File: src/rtl/dspace_pkg.sv
// Shared types for the dual-bus data space checker.
// Assumes 16-bit data words made of two byte lanes.
package dspace_pkg;
    localparam int unsigned DW = 16;
    localparam int unsigned LANES = DW / 8;

    typedef enum logic [1:0] {
        OP_READ  = 2'd0,
        OP_WRITE = 2'd1,
        OP_MAC   = 2'd2,
        OP_ACCWB = 2'd3
    } op_e;

    typedef enum logic [1:0] {
        ZN_X    = 2'd0,
        ZN_Y    = 2'd1,
        ZN_NONE = 2'd2
    } zone_e;

    // Pointer registers tied to each space during MAC prefetch
    localparam logic [3:0] PX_A = 4'd8;
    localparam logic [3:0] PX_B = 4'd9;
    localparam logic [3:0] PY_A = 4'd10;
    localparam logic [3:0] PY_B = 4'd11;

    // Deferred description of a read, carried to the return cycle
    typedef struct packed {
        logic valid;
        logic zero;
        logic byte_rd;
        logic hi;
    } ret_t;
endpackage

File: src/rtl/dspace_region.sv
// Classifies a byte effective address into X space, Y space or
// unimplemented. Assumes Y_BASE <= MEM_END <= 2**AW.
module dspace_region
    import dspace_pkg::*;
#(
    parameter int unsigned AW      = 16,
    parameter int unsigned Y_BASE  = 32'h0800,
    parameter int unsigned MEM_END = 32'h1000
) (
    input  logic [AW-1:0] ea,
    output zone_e         zone
);
    localparam logic [AW:0] YB = (AW+1)'(Y_BASE);
    localparam logic [AW:0] ME = (AW+1)'(MEM_END);

    // Compare the widened address against both fixed limits
    always_comb begin
        if ({1'b0, ea} >= ME)      zone = ZN_NONE;
        else if ({1'b0, ea} >= YB) zone = ZN_Y;
        else                       zone = ZN_X;
    end
endmodule

File: src/rtl/dspace_xctl.sv
// X port controller: decides legality of reads, writes and MAC
// X-slot prefetches, and drives enables and lane write strobes.
// Assumes the memory registers read data on the enabling edge.
module dspace_xctl
    import dspace_pkg::*;
#(
    parameter int unsigned AW = 16
) (
    input  logic          valid,
    input  op_e           op,
    input  logic [AW-1:0] ea,
    input  logic [3:0]    ptr,
    input  logic          byte_req,
    input  logic [DW-1:0] wdata_in,
    input  zone_e         zone,
    output logic          mem_en,
    output logic [LANES-1:0] mem_we,
    output logic [AW-2:0] mem_addr,
    output logic [DW-1:0] mem_wdata,
    output ret_t          ret
);
    logic is_mac, is_wr, is_rd, ptr_ok, rd_ok, wr_ok, byte_wr;

    // Operation decode and legality terms
    always_comb begin
        is_mac  = (op == OP_MAC);
        is_wr   = (op == OP_WRITE) || (op == OP_ACCWB);
        is_rd   = !is_wr;
        ptr_ok  = (ptr == PX_A) || (ptr == PX_B);
        rd_ok   = is_mac ? (ptr_ok && zone == ZN_X) : (zone != ZN_NONE);
        wr_ok   = (zone != ZN_NONE);
        byte_wr = (op == OP_WRITE) && byte_req;
    end

    // Memory-side drive: enable, lane strobes, address and data
    always_comb begin
        mem_en    = valid && (is_rd ? rd_ok : wr_ok);
        mem_we    = '0;
        if (valid && is_wr && wr_ok) begin
            if (byte_wr) mem_we = ea[0] ? 2'b10 : 2'b01;
            else         mem_we = 2'b11;
        end
        mem_addr  = ea[AW-1:1];
        mem_wdata = byte_wr ? {wdata_in[7:0], wdata_in[7:0]} : wdata_in;
    end

    // Read descriptor handed to the return stage
    always_comb begin
        ret.valid   = valid && is_rd;
        ret.zero    = valid && is_rd && !rd_ok;
        ret.byte_rd = (op == OP_READ) && byte_req;
        ret.hi      = ea[0];
    end
endmodule

File: src/rtl/dspace_yctl.sv
// Y port controller: serves only MAC Y-slot prefetches, word sized,
// from pointer registers 10/11 into implemented Y space.
module dspace_yctl
    import dspace_pkg::*;
#(
    parameter int unsigned AW = 16
) (
    input  logic          valid,
    input  op_e           op,
    input  logic [AW-1:0] ea,
    input  logic [3:0]    ptr,
    input  zone_e         zone,
    output logic          mem_en,
    output logic [AW-2:0] mem_addr,
    output ret_t          ret
);
    logic active, legal;

    // Prefetch legality for the Y slot
    always_comb begin
        active = valid && (op == OP_MAC);
        legal  = ((ptr == PY_A) || (ptr == PY_B)) && (zone == ZN_Y);
    end

    // Memory enable and return descriptor
    always_comb begin
        mem_en      = active && legal;
        mem_addr    = ea[AW-1:1];
        ret.valid   = active;
        ret.zero    = active && !legal;
        ret.byte_rd = 1'b0;
        ret.hi      = 1'b0;
    end
endmodule

File: src/rtl/dspace_ret.sv
// Return stage for one read port: holds the read descriptor for one
// cycle and either passes memory data (optionally one byte) or zero.
module dspace_ret
    import dspace_pkg::*;
(
    input  logic          clk,
    input  logic          rst_n,
    input  ret_t          ret_in,
    input  logic [DW-1:0] mem_rdata,
    output logic          rvalid,
    output logic [DW-1:0] rdata,
    output logic          zeroed
);
    ret_t q;

    // Register the descriptor alongside the memory's own read register
    always_ff @(posedge clk) begin
        if (!rst_n) q <= '0;
        else        q <= ret_in;
    end

    // Shape the result: zero, low-justified byte, or whole word
    always_comb begin
        rvalid = q.valid;
        zeroed = q.valid && q.zero;
        if (!q.valid || q.zero) rdata = '0;
        else if (q.byte_rd)     rdata = {8'h00, q.hi ? mem_rdata[15:8] : mem_rdata[7:0]};
        else                    rdata = mem_rdata;
    end
endmodule

File: src/rtl/dspace_guard.sv
// Top of the dual-bus data space access checker. Two address
// classifiers feed an X controller (reads, writes, MAC X slot) and a
// Y controller (MAC Y slot only); each port has a one-cycle return
// stage. Assumes synchronous memories with one-cycle read latency.
module dspace_guard
    import dspace_pkg::*;
#(
    parameter int unsigned AW      = 16,
    parameter int unsigned Y_BASE  = 32'h0800,
    parameter int unsigned MEM_END = 32'h1000
) (
    input  logic          clk,
    input  logic          rst_n,
    input  logic          req_valid,
    input  logic [1:0]    req_op,
    input  logic [AW-1:0] x_ea,
    input  logic [3:0]    x_ptr,
    input  logic [AW-1:0] y_ea,
    input  logic [3:0]    y_ptr,
    input  logic          req_byte,
    input  logic [15:0]   wr_data,
    output logic          xmem_en,
    output logic [1:0]    xmem_we,
    output logic [AW-2:0] xmem_addr,
    output logic [15:0]   xmem_wdata,
    input  logic [15:0]   xmem_rdata,
    output logic          ymem_en,
    output logic [AW-2:0] ymem_addr,
    input  logic [15:0]   ymem_rdata,
    output logic          x_rvalid,
    output logic [15:0]   x_rdata,
    output logic          x_zeroed,
    output logic          y_rvalid,
    output logic [15:0]   y_rdata,
    output logic          y_zeroed
);
    localparam int unsigned NPORT = 2;

    op_e           op;
    logic [AW-1:0] ea_v   [NPORT];
    zone_e         zone_v [NPORT];
    ret_t          xret, yret;

    // Cast the raw operation code and gather per-port addresses
    always_comb begin
        op      = op_e'(req_op);
        ea_v[0] = x_ea;
        ea_v[1] = y_ea;
    end

    // One fixed-boundary classifier per address port
    for (genvar p = 0; p < NPORT; p++) begin : g_zone
        dspace_region #(.AW(AW), .Y_BASE(Y_BASE), .MEM_END(MEM_END)) u_region (
            .ea   (ea_v[p]),
            .zone (zone_v[p])
        );
    end

    dspace_xctl #(.AW(AW)) u_xctl (
        .valid     (req_valid),
        .op        (op),
        .ea        (x_ea),
        .ptr       (x_ptr),
        .byte_req  (req_byte),
        .wdata_in  (wr_data),
        .zone      (zone_v[0]),
        .mem_en    (xmem_en),
        .mem_we    (xmem_we),
        .mem_addr  (xmem_addr),
        .mem_wdata (xmem_wdata),
        .ret       (xret)
    );

    dspace_yctl #(.AW(AW)) u_yctl (
        .valid    (req_valid),
        .op       (op),
        .ea       (y_ea),
        .ptr      (y_ptr),
        .zone     (zone_v[1]),
        .mem_en   (ymem_en),
        .mem_addr (ymem_addr),
        .ret      (yret)
    );

    dspace_ret u_xret (
        .clk       (clk),
        .rst_n     (rst_n),
        .ret_in    (xret),
        .mem_rdata (xmem_rdata),
        .rvalid    (x_rvalid),
        .rdata     (x_rdata),
        .zeroed    (x_zeroed)
    );

    dspace_ret u_yret (
        .clk       (clk),
        .rst_n     (rst_n),
        .ret_in    (yret),
        .mem_rdata (ymem_rdata),
        .rvalid    (y_rvalid),
        .rdata     (y_rdata),
        .zeroed    (y_zeroed)
    );
endmodule

File: config.mk
export PLATFORM = sky130hd
export DESIGN_NAME = dspace_guard
export DESIGN_NICKNAME = d
export VERILOG_FILES = /design/src/rtl/dspace_pkg.sv /design/src/rtl/dspace_region.sv /design/src/rtl/dspace_xctl.sv /design/src/rtl/dspace_yctl.sv /design/src/rtl/dspace_ret.sv /design/src/rtl/dspace_guard.sv
export SDC_FILE = /design/constraint.sdc
export NUM_CORES = 1
export LEC_CHECK = 0
export ABC_AREA = 0
export BUFFER_PORTS_ARGS = -buffer_cell sky130_fd_sc_hd__buf_2
export CAP_MARGIN = 5
export CORE_AREA = 2 2 69 71
export CTS_CLUSTER_DIAMETER = 50
export DETAILED_ROUTE_END_ITERATION = 16
export DIE_AREA = 0 0 71 73
export GPL_ROUTABILITY_DRIVEN = 0
export PLACE_DENSITY = 0.91
export SLEW_MARGIN = 15
export SYNTH_ARGS = -nofsm -noshare
export SYNTH_HDL_FRONTEND = slang
export SYNTH_HIERARCHICAL = 1
export SYNTH_SLANG_ARGS = --single-unit
export TNS_END_PERCENT = 5
File: constraint.sdc
create_clock -name clk -period 4.2 [get_ports clk]
set_input_delay 0.63 -clock clk [delete_from_list [all_inputs] [get_ports clk]]
set_output_delay 0.63 -clock clk [all_outputs]
set_load 0.02 [all_outputs]
; ---- Yosys cells after proc, flatten, opt, wreduce, memory -nomap -nowiden
; Cells that the tools add are included.
[word_totals]
register_bits = 6
latchBits = 0
ramBits = 0
rom_bits = 0
input_bits = 94
output_inout_bits = 86
memories = 0
[op_classes]
n_addsub = 0
mul = 0
div = 0
order_cmp = 4
eq_ne = 9
n_shift = 0
n_mux = 16
bitwise = 0
reduce_logical = 26
[op_table]
columns = cell, count
row1 = $mux 16, 5
row2 = $ge 16x12->1 const B, 2
row3 = $ge 16x13->1 const B, 2
row4 = $eq 4x4->1 const B, 4
row5 = $mux 8, 2
row6 = $logic_and 1x1->1, 14
row7 = $mux 2, 5
row8 = $logic_not 1->1, 5
row9 = $logic_or 1x1->1, 5
row10 = $eq 2x1->1 const B, 2
row11 = $eq 2x2->1 const B, 2
row12 = $logic_not 2->1, 2
row13 = $mux 1, 4
row14 = $ne 2x2->1 const B, 1

; ---- Longest topological paths before layout
; Gate-level depths: netlist of run 1.
[depth]
depth_word = 8
mapped_depth = 5
depth_no_buf = 5

; ---- Modules after synthesis
; Netlist of run 1, hierarchy kept.
[modules_own_cells]
columns = mod, n_inst, cells_per_inst, area_per_inst_um2, seq_area_each_um2
row1 = dspace_ret, 2, 48, 407.9, 80.1
row2 = dspace_xctl, 1, 46, 405.4, 0.0
row3 = dspace_yctl, 1, 26, 197.7, 0.0
row4 = dspace_region, 2, 3, 21.3, 0.0

; ---- Worst setup path before layout of run 1
; OpenSTA, ideal clock, no wires.
[synth_timing]
path_type = input-to-output
startpoint = in y_ea[15]
endpoint = out ymem_en
arrival_ps = 1818
path_slack_ps = 1752
path_stages = 4
n_path_buf = 0
cell_sequence = or4_4 -> nor2_2 -> inv_1 -> nor4b_2
[synth_rtl]
columns = element, line_no
row1 = "start, declared", dspace_guard.sv:18  ; input logic [AW-1:0] y_ea,
row2 = "end, declared", dspace_guard.sv:27  ; output logic ymem_en,

; ---- Final worst setup path of run 1
[layout_timing]
startpoint = in req_op[1]
endpoint = out xmem_wdata[10]
[layout_between]
elab_chain_len = 3
[layout_lines]
columns = element, line_no
row1 = "start, declared", dspace_guard.sv:15  ; input logic [1:0] req_op,
row2 = $eq 2x1->1, dspace_xctl.sv:32  ; byte_wr = (op == OP_WRITE) && byte_req;
row3 = $logic_and 1x1->1, dspace_xctl.sv:32
row4 = $mux 16, dspace_xctl.sv:44  ; mem_wdata = byte_wr ? {wdata_in[7:0], wdata_in[7:0]} : wdata_in;
row5 = "end, declared", dspace_guard.sv:25  ; output logic [15:0] xmem_wdata,
; Every way passes these cells.

==> results of run 1 <==
## cell usage in the layout (no fill, tap or decap)
cell      synthesis  layout
a21bo_1           4       4
a21bo_2          12      12
a21oi_1          12      12
a21oi_2           4       4
a41oi_1           1       1
and2_1           26      26
buf_2             2     136
clkbuf_8          0       3
conb_1            1       2
dfxtp_1           8       8
inv_1             7       7
mux2_4            8       8
nand2_1           1       1
nand2b_1          4       4
nand3_1          16      16
nand3b_1          2       2
nand3b_4          1       1
nor2_1            1       1
nor2_2            2       2
nor3b_1           1       1
nor3b_4           2       2
nor4b_1           1       1
nor4b_2           1       1
o2111a_1          2       2
o22ai_1           1       1
o311a_1           1       1
or4_4             2       2
## through the flow
stage	hold WS, ps	setup slack, ps	cells
floorplan	751.7	1752	175
global placement	881.1	1664	312
detailed placement	895.9	1643	312
CTS	660.7	1640	315
global route	685.4	1555	315
finish	659.1	1648	315
## report_power, final
group	switching, mW	internal (mW)	total, mW	leakage [nW]
Combinational	0.0655	0.0651	0.131	0.982
Sequential	0.00954	0.0797	0.0893	0.0659
Clock	0.0264	0.0617	0.0881	0.0216
Total	0.101	0.207	0.308	1.07
## worst max-delay path: cells and delay by family
kind	cells	cell delay, ps
simple gates	1	530
mux	1	460
buf+inv	2	290
## metal layers
metal | routed length (µm) | GRT usage | vias to the layer above | part of all wire
met5 | 0 | 0 | - | 0
met4 | 61 | 0.06499 | 0 | 0.017
met3 | 411 | 0.04834 | 5 | 0.11
met2 | 1782 | 0.2305 | 91 | 0.49
met1 | 1397 | 0.1318 | 652 | 0.38
li1 | - | - | 719 | -
## cell families (layout without fill, tap and decap cells)
kind of cell	after synthesis	count (layout)	synth area share
buffers and inverters	60	146	0.3151
DFF	8	8	0.1096
and+or+nand+nor	60	60	0.2834
muxes	8	8	0.08220
other	1	2	0.002566
AOI/OAI and AO/OA	37	37	0.2072
## layout make-up
cell class / count / area [µm²] / share of cell area
Clock buffer: 3 / 41.29 / 0.02268
Timing Repair Buffer: 136 / 680.7 / 0.3739
Multi-Input combinational cell: 107 / 844.6 / 0.4639
Sequential cell: 8 / 160.2 / 0.08797
Tap cell: 54 / 67.56 / 0.03711
Inverter: 7 / 26.28 / 0.01443
## sequential cells by signal, summed over array words and instances (netlist names)
signal / flops
u_xret/q: 3
u_yret/q: 3
u_xret/rvalid: 1
u_yret/rvalid: 1
## worst max path at each step
stage	from	endpoint	slack [ps]	cells after the start
floorplan	y_ea[15]	ymem_en	1750	4
global placement	x_ea[15]	xmem_we[1]	1660	6
detailed placement	req_op[1]	xmem_wdata[10]	1640	4
CTS	req_op[1]	xmem_wdata[10]	1640	4
global route	req_op[1]	xmem_wdata[13]	1560	4
finish	req_op[1]	xmem_wdata[10]	1650	4
==> metrics.md, run 1 <==
| Metric | Value |
|---|---|
| Crit end category | output pin |
| Most used cell, CP | buf_2 |
| GRT Residual Overflow | 0 |
| Placed Area | 1779 µm² |
| Final core occ | 0.4014 |
| Status | completed |
| Achievable Freq | 391.8 MHz |
| Total of max-cap violations | 0 |
| Die X | 71 µm |
| Postcts setup bufs | 0 |
| # rows | 25 |
| Post-synth top area share | 0.2158 |
| DRT Wirelength | 3653 µm |
| Share of layout cells above drive strength 1 | 0.6552 |
| Global Route Usage Sum | 0.1289 |
| Fillers | 453 |
| Largest area contributor in the netlist | buf_4 |
| Critical path launch point type | input pin |
| Post-Syn Area | 1461 µm² |
| DR vias/cell | 4.657 |
| Clock sink total | 8 |
| Number of vias in the routed layout | 1467 |
| Hold path start | x_ea[0] |
| Die area | 5183 µm² |
| First-pass iteration count of the detailed router | 4 |
| Most frequent cells after synthesis | 42 x buf_4, 26 x and2_1, 16 x nand3_1 |
| Cell Pwr Density | 169.2 nW/µm² |
| First-pass GRT wire length | 5361 µm |
| Number of flops mapped to enable cells by yosys | 0 |
| Cell area after layout | 1821 µm² |
| Setup_tns | 0 ps |
| Post-DP HPWL | 3170 µm |
| Largest stage delay on the critical path | 530 ps |
| Most frequent cell after synthesis | buf_4 |
| Vert. Die Dim | 73 µm |
| Top_reg_cell synth | dfxtp_1 |
| Gate Count Post-Synth | 174 |
| Starting DRT DRC Count | 29 |
| Hold Path Class | in -> reg |
| Total power | 0.3080 mW |
| H-tree levels | 1 |
| Core area | 4536 µm² |
| Diodes inserted | 0 |
| Root Buffer | clkbuf_8 |
| Crit-path max FO | 10 |
| Worst Path Arrival | 1920 ps |
| Syn Area/Cell | 8.399 µm² |
| Static leakage | 1.070 nW |
| Synthesized flop and latch total | 8 |
| Seq/Total Area, Yosys | 0.1096 |
| Clock Pin Slew Worst Setup and Hold Paths | 40 ps |
| Clk buf depth | 2 |
| Largest cells by area after synthesis | buf_4 22%, and2_1 11%, dfxtp_1 11%, a21bo_2 8.2%, mux2_4 8.2% |
| Initial antenna violation count | 0 |
| Hold path depth | 2 |
| Final Cycle Share | 0.6077 |
| Area grow syn2layout | 24.57% |
| Post-CTS Resized | 0 |
| Crit path cell chain | buf_2, nand3b_1, mux2_4, buf_2 |
| Routed wire per std cell | 11.60 µm |
| Final Setup Violations | 0 |
| Initial Util | 0.3222 |
| Final Max Tran Viols | 0 |
| DRC viols | 0 |
| Largest net degree at the start of global routing | 18 |
| Hold Path End | u_xret/q[0] |
| Hold_buf cts | 0 |
| RSZ-0062 raised after global routing | no |
| Antenna viol nets, final | 0 |
| Req. time, crit path | 3570 ps |
| Vias in the first global route | 1295 |
| Rel. slew slack | 0.5676 |
| Max VDD drop | 0.06327 mV |
| Final hold vios | 0 |
| CP max stage cell | nand3b_1 |
| Post-layout min period | 2552 ps |
| Final nets | 357 |
| Worst-margin pin slew | 646.6 ps |
| CTS tree | done |
| Yosys warns | 6 |
| Critical path class | in -> out |
| Yosys cell types | 29 |
| I/O pins | 180 |
| Total CTS buffers | 3 |
| Port bufs | 136 |
| Fraction of registers with async set/reset | 0 |
Power figures use the tool's default switching activity.
==> inputs of run 2 (changes only) <==
--- a/config.mk
+++ b/config.mk
@@ -8,12 +8,12 @@
 export ABC_AREA = 0
 export BUFFER_PORTS_ARGS = -buffer_cell sky130_fd_sc_hd__buf_2
 export CAP_MARGIN = 5
-export CORE_AREA = 2 2 69 71
+export CORE_AREA = 2 2 70 72
 export CTS_CLUSTER_DIAMETER = 50
 export DETAILED_ROUTE_END_ITERATION = 16
-export DIE_AREA = 0 0 71 73
+export DIE_AREA = 0 0 72 74
 export GPL_ROUTABILITY_DRIVEN = 0
-export PLACE_DENSITY = 0.91
+export PLACE_DENSITY = 0.89
 export SLEW_MARGIN = 15
 export SYNTH_ARGS = -nofsm -noshare
 export SYNTH_HDL_FRONTEND = slang
==> constraint.sdc (replaced) <==
create_clock -name clk -period 2.4 [get_ports clk]
set_input_delay 0.36 -clock clk [delete_from_list [all_inputs] [get_ports clk]]
set_output_delay 0.36 -clock clk [all_outputs]
set_load 0.02 [all_outputs]
==> run 2 against run 1 <==
Global-route usage is 1.3 points lower. Sequential cell count stayed put. Clock-buffer cell count stayed put. Utilization is 0.55 points lower. Total power is 75% higher. Largest power group unchanged.
==> metrics.md, run 2 (synthesis gave the netlist of run 1 again) <==
| Metric | Value |
|---|---|
| Postcts setup bufs | 0 (unchanged) |
| GRT Residual Overflow | 0 (unchanged) |
| Largest net degree at the start of global routing | 18 (unchanged) |
| Final Setup Violations | 0 (unchanged) |
| Share of layout cells above drive strength 1 | 0.6552 (unchanged) |
| Final Cycle Share | 0.8382 |
| Most frequent cells in the layout | 136 x buf_2, 26 x and2_1, 16 x nand3_1 (unchanged) |
| Die area | 5328 µm² (was 5183 µm²) |
| Crit end category | output pin (unchanged) |
| Routed wire per std cell | 11.60 µm (about the same) |
| Final hold vios | 0 (unchanged) |
| Antenna viol nets, final | 0 (unchanged) |
| CTS tree | done (unchanged) |
| Post-CTS Resized | 0 (unchanged) |
| Final core occ | 0.3959 (was 0.4014) |
| Number of vias in the routed layout | 1473 (was 1467) |
| Crit-path max FO | 4 (was 10) |
| I/O pins | 180 (unchanged) |
| Req. time, crit path | 2040 ps (was 3570 ps) |
| Port bufs | 136 (unchanged) |
| Core area | 4598 µm² (was 4536 µm²) |
| DRC viols | 0 (unchanged) |
| Critical path class | in -> out (unchanged) |
| First-pass iteration count of the detailed router | 3 (was 4) |
| Post-layout min period | 2012 ps |
| Vias in the first global route | 1169 (was 1295) |
| RSZ-0062 raised after global routing | no (unchanged) |
| Status | completed (unchanged) |
| Static leakage | 1.070 nW (unchanged) |
| Largest stage delay on the critical path | 530 ps (about the same) |
| Hold_buf cts | 0 (unchanged) |
| Starting DRT DRC Count | 36 (was 29) |
| DR vias/cell | 4.676 (was 4.657) |
| Clock sink total | 8 (unchanged) |
| Setup_tns | 0 ps (unchanged) |
| Cell Pwr Density | 295.6 nW/µm² (was 169.2 nW/µm²) |
| Hold Path Class | in -> reg (unchanged) |
| Worst Path Arrival | 1650 ps (was 1920 ps) |
| Root Buffer | clkbuf_8 (unchanged) |
| Die X | 72 µm (was 71 µm) |
| First-pass GRT wire length | 4940 µm (was 5361 µm) |
| Critical path launch point type | input pin (unchanged) |
| Initial antenna violation count | 0 (unchanged) |
| Global Route Usage Sum | 0.1162 (was 0.1289) |
| Worst-margin pin slew | 651.4 ps (was 646.6 ps) |
| Achievable Freq | 497.1 MHz |
| Max VDD drop | 0.1154 mV (was 0.06327 mV) |
| Most common cell after layout, fill and taps aside | buf_2 (unchanged) |
| CP max stage cell | or4_4 (was nand3b_1) |
| Crit path launch | x_ea[15] (was req_op[1]) |
| Setup crit end | xmem_we[1] (was xmem_wdata[10]) |
| Total CTS buffers | 3 (unchanged) |
| Crit path cell chain | buf_2, or4_4, nor2_2, nand2b_1, o2111a_1, buf_2 (was buf_2, nand3b_1, mux2_4, buf_2) |
| # rows | 25 (unchanged) |
| Vert. Die Dim | 74 µm (was 73 µm) |
| DRT Wirelength | 3655 µm (was 3653 µm) |
| Initial Util | 0.3178 (was 0.3222) |
| Final nets | 357 (unchanged) |
| Clk buf depth | 2 (unchanged) |
| Post-DP HPWL | 3157 µm (was 3170 µm) |
| Clock Pin Slew Worst Setup and Hold Paths | 40 ps (about the same) |
| Diodes inserted | 0 (unchanged) |
| H-tree levels | 1 (unchanged) |
| Final Max Tran Viols | 0 (unchanged) |
| Largest regs | u_xret/q x3, u_yret/q x3 (unchanged) |
| Most used cell, CP | buf_2 (unchanged) |
| Area grow syn2layout | 24.57% (unchanged) |
| Rel. slew slack | 0.5644 (was 0.5676) |
| Total of max-cap violations | 0 (unchanged) |
run 2: cell counts in the layout (fill, tap and decap cells not counted):
Identical to the previous run, type by type.
run 2: metal layers:
metal | global-route usage | wire length (µm) | up-vias
met5 | 0 | 0 | -
met4 | 0.05870 | 55 | 0
met3 | 0.03794 | 468 | 5
met2 | 0.2109 | 1781 | 98
met1 | 0.1207 | 1350 | 650
li1 | - | - | 720
run 2: worst min path at each step:
stage	from	to	slack, ps	cells after the start
6_report	x_ea[0]	u_xret/q[0]	390	2
3_5_place_dp	x_ea[0]	u_xret/q[0]	620	2
2_1_floorplan	rst_n	u_xret/q[0]	480	1
4_1_cts	x_ea[0]	u_xret/q[0]	390	2
3_3_place_gp	x_ea[0]	u_xret/q[0]	630	2
5_1_grt	x_ea[0]	u_xret/q[0]	420	2
run 2: worst max-delay path: cells and delay by family:
family | cells | cell delay [ps]
buffers and inverters | 2 | 260
AO/OA/AOI/OAI | 1 | 210
AND/OR/NAND/NOR | 3 | 810
run 2: where the power goes:
| group | switching [mW] | internal, mW |
|---|---|---|
| clock network | 0.0453 | 0.108 |
| logic | 0.115 | 0.114 |
| registers | 0.0165 | 0.140 |
run 2: stage by stage:
| stage | cells | total power [mW] | area, µm² | hold WS (ps) | setup WS (ps) |
|---|---|---|---|---|---|
| after CTS | 315 | 0.5449 | 1821 | 391.5 | 376.4 |
| final | 315 | 0.5382 | 1821 | 388.0 | 388.4 |
| after detailed placement | 312 | 0.3891 | 1779 | 623.7 | 377.9 |
| after global placement | 312 | 0.3837 | 1779 | 631.1 | 409.9 |
| after floorplan | 175 | 0.3682 | 1465 | 481.7 | 491.6 |
| after global routing | 315 | 0.5696 | 1821 | 417.7 | 299.2 |
run 2: cell type report:
| cell class | instances | area (µm²) |
|---|---|---|
| clock buffer | 3 | 41.29 |
| fill | 467 | 2778 |
| inverter | 7 | 26.28 |
| multi-input combinational | 107 | 844.6 |
| sequential | 8 | 160.2 |
| tap | 54 | 67.56 |
| timing repair buffer | 136 | 680.7 |
==> inputs of run 3 (changes only) <==
--- a/config.mk
+++ b/config.mk
@@ -8,12 +8,11 @@
 export ABC_AREA = 0
 export BUFFER_PORTS_ARGS = -buffer_cell sky130_fd_sc_hd__buf_2
 export CAP_MARGIN = 5
-export CORE_AREA = 2 2 70 72
+export CORE_UTILIZATION = 30
 export CTS_CLUSTER_DIAMETER = 50
 export DETAILED_ROUTE_END_ITERATION = 16
-export DIE_AREA = 0 0 72 74
 export GPL_ROUTABILITY_DRIVEN = 0
-export PLACE_DENSITY = 0.89
+export PLACE_DENSITY = 0.87
 export SLEW_MARGIN = 15
 export SYNTH_ARGS = -nofsm -noshare
 export SYNTH_HDL_FRONTEND = slang
==> constraint.sdc (replaced) <==
create_clock -name clk -period 1.69 [get_ports clk]
set_input_delay 0.2535 -clock clk [delete_from_list [all_inputs] [get_ports clk]]
set_output_delay 0.2535 -clock clk [all_outputs]
set_load 0.02 [all_outputs]
==> run 3 against run 2 <==
The flow now finishes with violations (negative setup slack). Non-clock buffer count up 4. Final cell count up 1.3%. Total power up 44%. Hold slack worse by 88 ps. Largest power group unchanged. Routed wire length down 4.6%. Critical path depth unchanged. Final area up 4.1%. Die area down 3.3%.
==> metrics.md, run 3 (synthesis gave the netlist of run 1 again) <==
| Metric | Value |
|---|---|
| Hold Path Class | in -> reg (unchanged) |
| Placement Setup Slack | -106.7 ps (was 377.9 ps) |
| Final nets | 361 (was 357) |
| Clk buf depth | 2 (unchanged) |
| CTS tree | done (unchanged) |
| Die X | 71.80 µm (was 72 µm) |
| Worst Path Arrival | 1530 ps (was 1650 ps) |
| Fin cells | 319 (was 315) |
| Routed wire per std cell | 10.93 µm (was 11.60 µm) |
| Total of max-cap violations | 0 (unchanged) |
| Fillers | 468 (was 467) |
| First-pass iteration count of the detailed router | 4 (was 3) |
| Crit-path max FO | 2 (was 4) |
| Most common cell after layout, fill and taps aside | buf_2 (unchanged) |
| Total power | 0.7750 mW (was 0.5382 mW) |
| DR vias/cell | 4.605 (was 4.676) |
| Diodes inserted | 0 (unchanged) |
| Largest regs | u_xret/q x3, u_yret/q x3 (unchanged) |
| Initial Util | 0.3115 (was 0.3178) |
| Share of layout cells above drive strength 1 | 0.6830 (was 0.6552) |
| Antenna viol nets, final | 0 (unchanged) |
| I/O pins | 180 (unchanged) |
| GRT Residual Overflow | 0 (unchanged) |
| Vert. Die Dim | 71.80 µm (was 74 µm) |
| Dpl cells | 315 (was 312) |
| Critical path launch point type | input pin (unchanged) |
| Multi-input gate area | 870.8 µm² (was 844.6 µm²) |
| Hold_buf cts | 0 (unchanged) |
| Setup_tns | -223.7 ps (was 0 ps) |
| Critical path class | in -> out (unchanged) |
| Cell Pwr Density | 408.8 nW/µm² (was 295.6 nW/µm²) |
| FF+latch area | 165.2 µm² (was 160.2 µm²) |
| Clock Pin Slew Worst Setup and Hold Paths | 40 ps (about the same) |
| Max VDD drop | 0.1544 mV (was 0.1154 mV) |
| RSZ-0062 raised after global routing | yes (was no) |
| Starting DRT DRC Count | 31 (was 36) |
| Die area | 5155 µm² (was 5328 µm²) |
| Achievable Freq | 559.5 MHz |
| Violated checks | negative setup slack |
| H-tree levels | 1 (unchanged) |
| Hold Path End | u_xret/q[0] (unchanged) |
| Setup WS post-layout | -97.29 ps (was 388.4 ps) |
| Port bufs | 136 (unchanged) |
| Clock sink total | 8 (unchanged) |
| First-pass GRT wire length | 5037 µm (was 4940 µm) |
| Most frequent cells in the layout | 132 x buf_2, 26 x and2_1, 16 x nand3_1 (was 136 x buf_2, 26 x and2_1, 16 x nand3_1) |
| Global Route Usage Sum | 0.1223 (was 0.1162) |
| Hold path depth | 2 (unchanged) |
| Final Setup Violations | 4 (was 0) |
| Initial antenna violation count | 0 (unchanged) |
| Final Max Tran Viols | 0 (unchanged) |
| Largest net degree at the start of global routing | 18 (unchanged) |
| DRC viols | 0 (unchanged) |
| Final Cycle Share | 1.058 |
| Status | complete, but fails checks (was completed) |
| Area grow syn2layout | 29.71% (was 24.57%) |
| Vias in the first global route | 1165 (was 1169) |
| Final hold vios | 0 (unchanged) |
| Crit end category | output pin (unchanged) |
| Req. time, crit path | 1440 ps (was 2040 ps) |
| Post-DP HPWL | 2940 µm (was 3157 µm) |
| Hold path start | x_ea[0] (unchanged) |
| Core area | 4692 µm² (was 4598 µm²) |
| DRT Wirelength | 3486 µm (was 3655 µm) |
| Post-layout min period | 1787 ps |
| Total CTS buffers | 3 (unchanged) |
| # rows | 25 (unchanged) |
| Number of vias in the routed layout | 1469 (was 1473) |
| Static leakage | 1.106 nW (was 1.070 nW) |
| Root Buffer | clkbuf_8 (unchanged) |
## run 3: changes by cell type in the layout (fill, tap and decap cells not counted), sizes merged
cell	delta
buf	+4
## run 3: worst max path at each step
stage,startpoint,endpoint,slack [ps],cells after the start
after global routing,x_ea[12],xmem_en,-140,6
final,x_ea[12],xmem_en,-100,6
after floorplan,y_ea[15],ymem_en,90,4
after CTS,x_ea[15],xmem_we[1],-80,6
after global placement,y_ea[15],ymem_en,-70,6
after detailed placement,y_ea[15],ymem_en,-110,6
## run 3: area by class of cell
class | count | share of cell area
Clock buffer | 3 | 0.02178
Inverter | 7 | 0.01386
Multi-Input combinational cell | 107 | 0.4594
Sequential cell | 8 | 0.08713
Tap cell | 54 | 0.03564
Timing Repair Buffer | 140 | 0.3822
## run 3: worst max-delay path, stage by stage
cell and delay (ps):
buf_2 110, or4_4 550, nor2_4 100, nor4b_1 70, o311a_1 290, buf_2 160
## run 3: stage by stage
stage	utilization	hold slack, ps	instance area, µm²
after floorplan	-	375.2	1474
after global placement	0.3859	507.1	1810
after detailed placement	0.3859	507.1	1810
after CTS	0.3965	303.6	1861
after global routing	0.4040	298.3	1896
final	0.4040	300.4	1896
## run 3: routing by layer
layer | vias up | track usage | wire [µm]
li1 | 728 | - | -
met1 | 628 | 0.1460 | 1455
met2 | 105 | 0.2023 | 1625
met3 | 8 | 0.03094 | 341
met4 | 0 | 0.06318 | 63
met5 | - | 0 | 0
## run 3: timing repair
item                       CTS  global route
setup endpoints to repair   15            28
pin swaps                    0             4
buffers inserted             0             1
resized for setup            3             9
## run 3: power by group
part	total, mW	switching [mW]	internal (mW)	leakage, nW
Clock	0.215	0.0622	0.153	0.0216
Sequential	0.223	0.0235	0.199	0.0671
Combinational	0.337	0.168	0.169	1.02
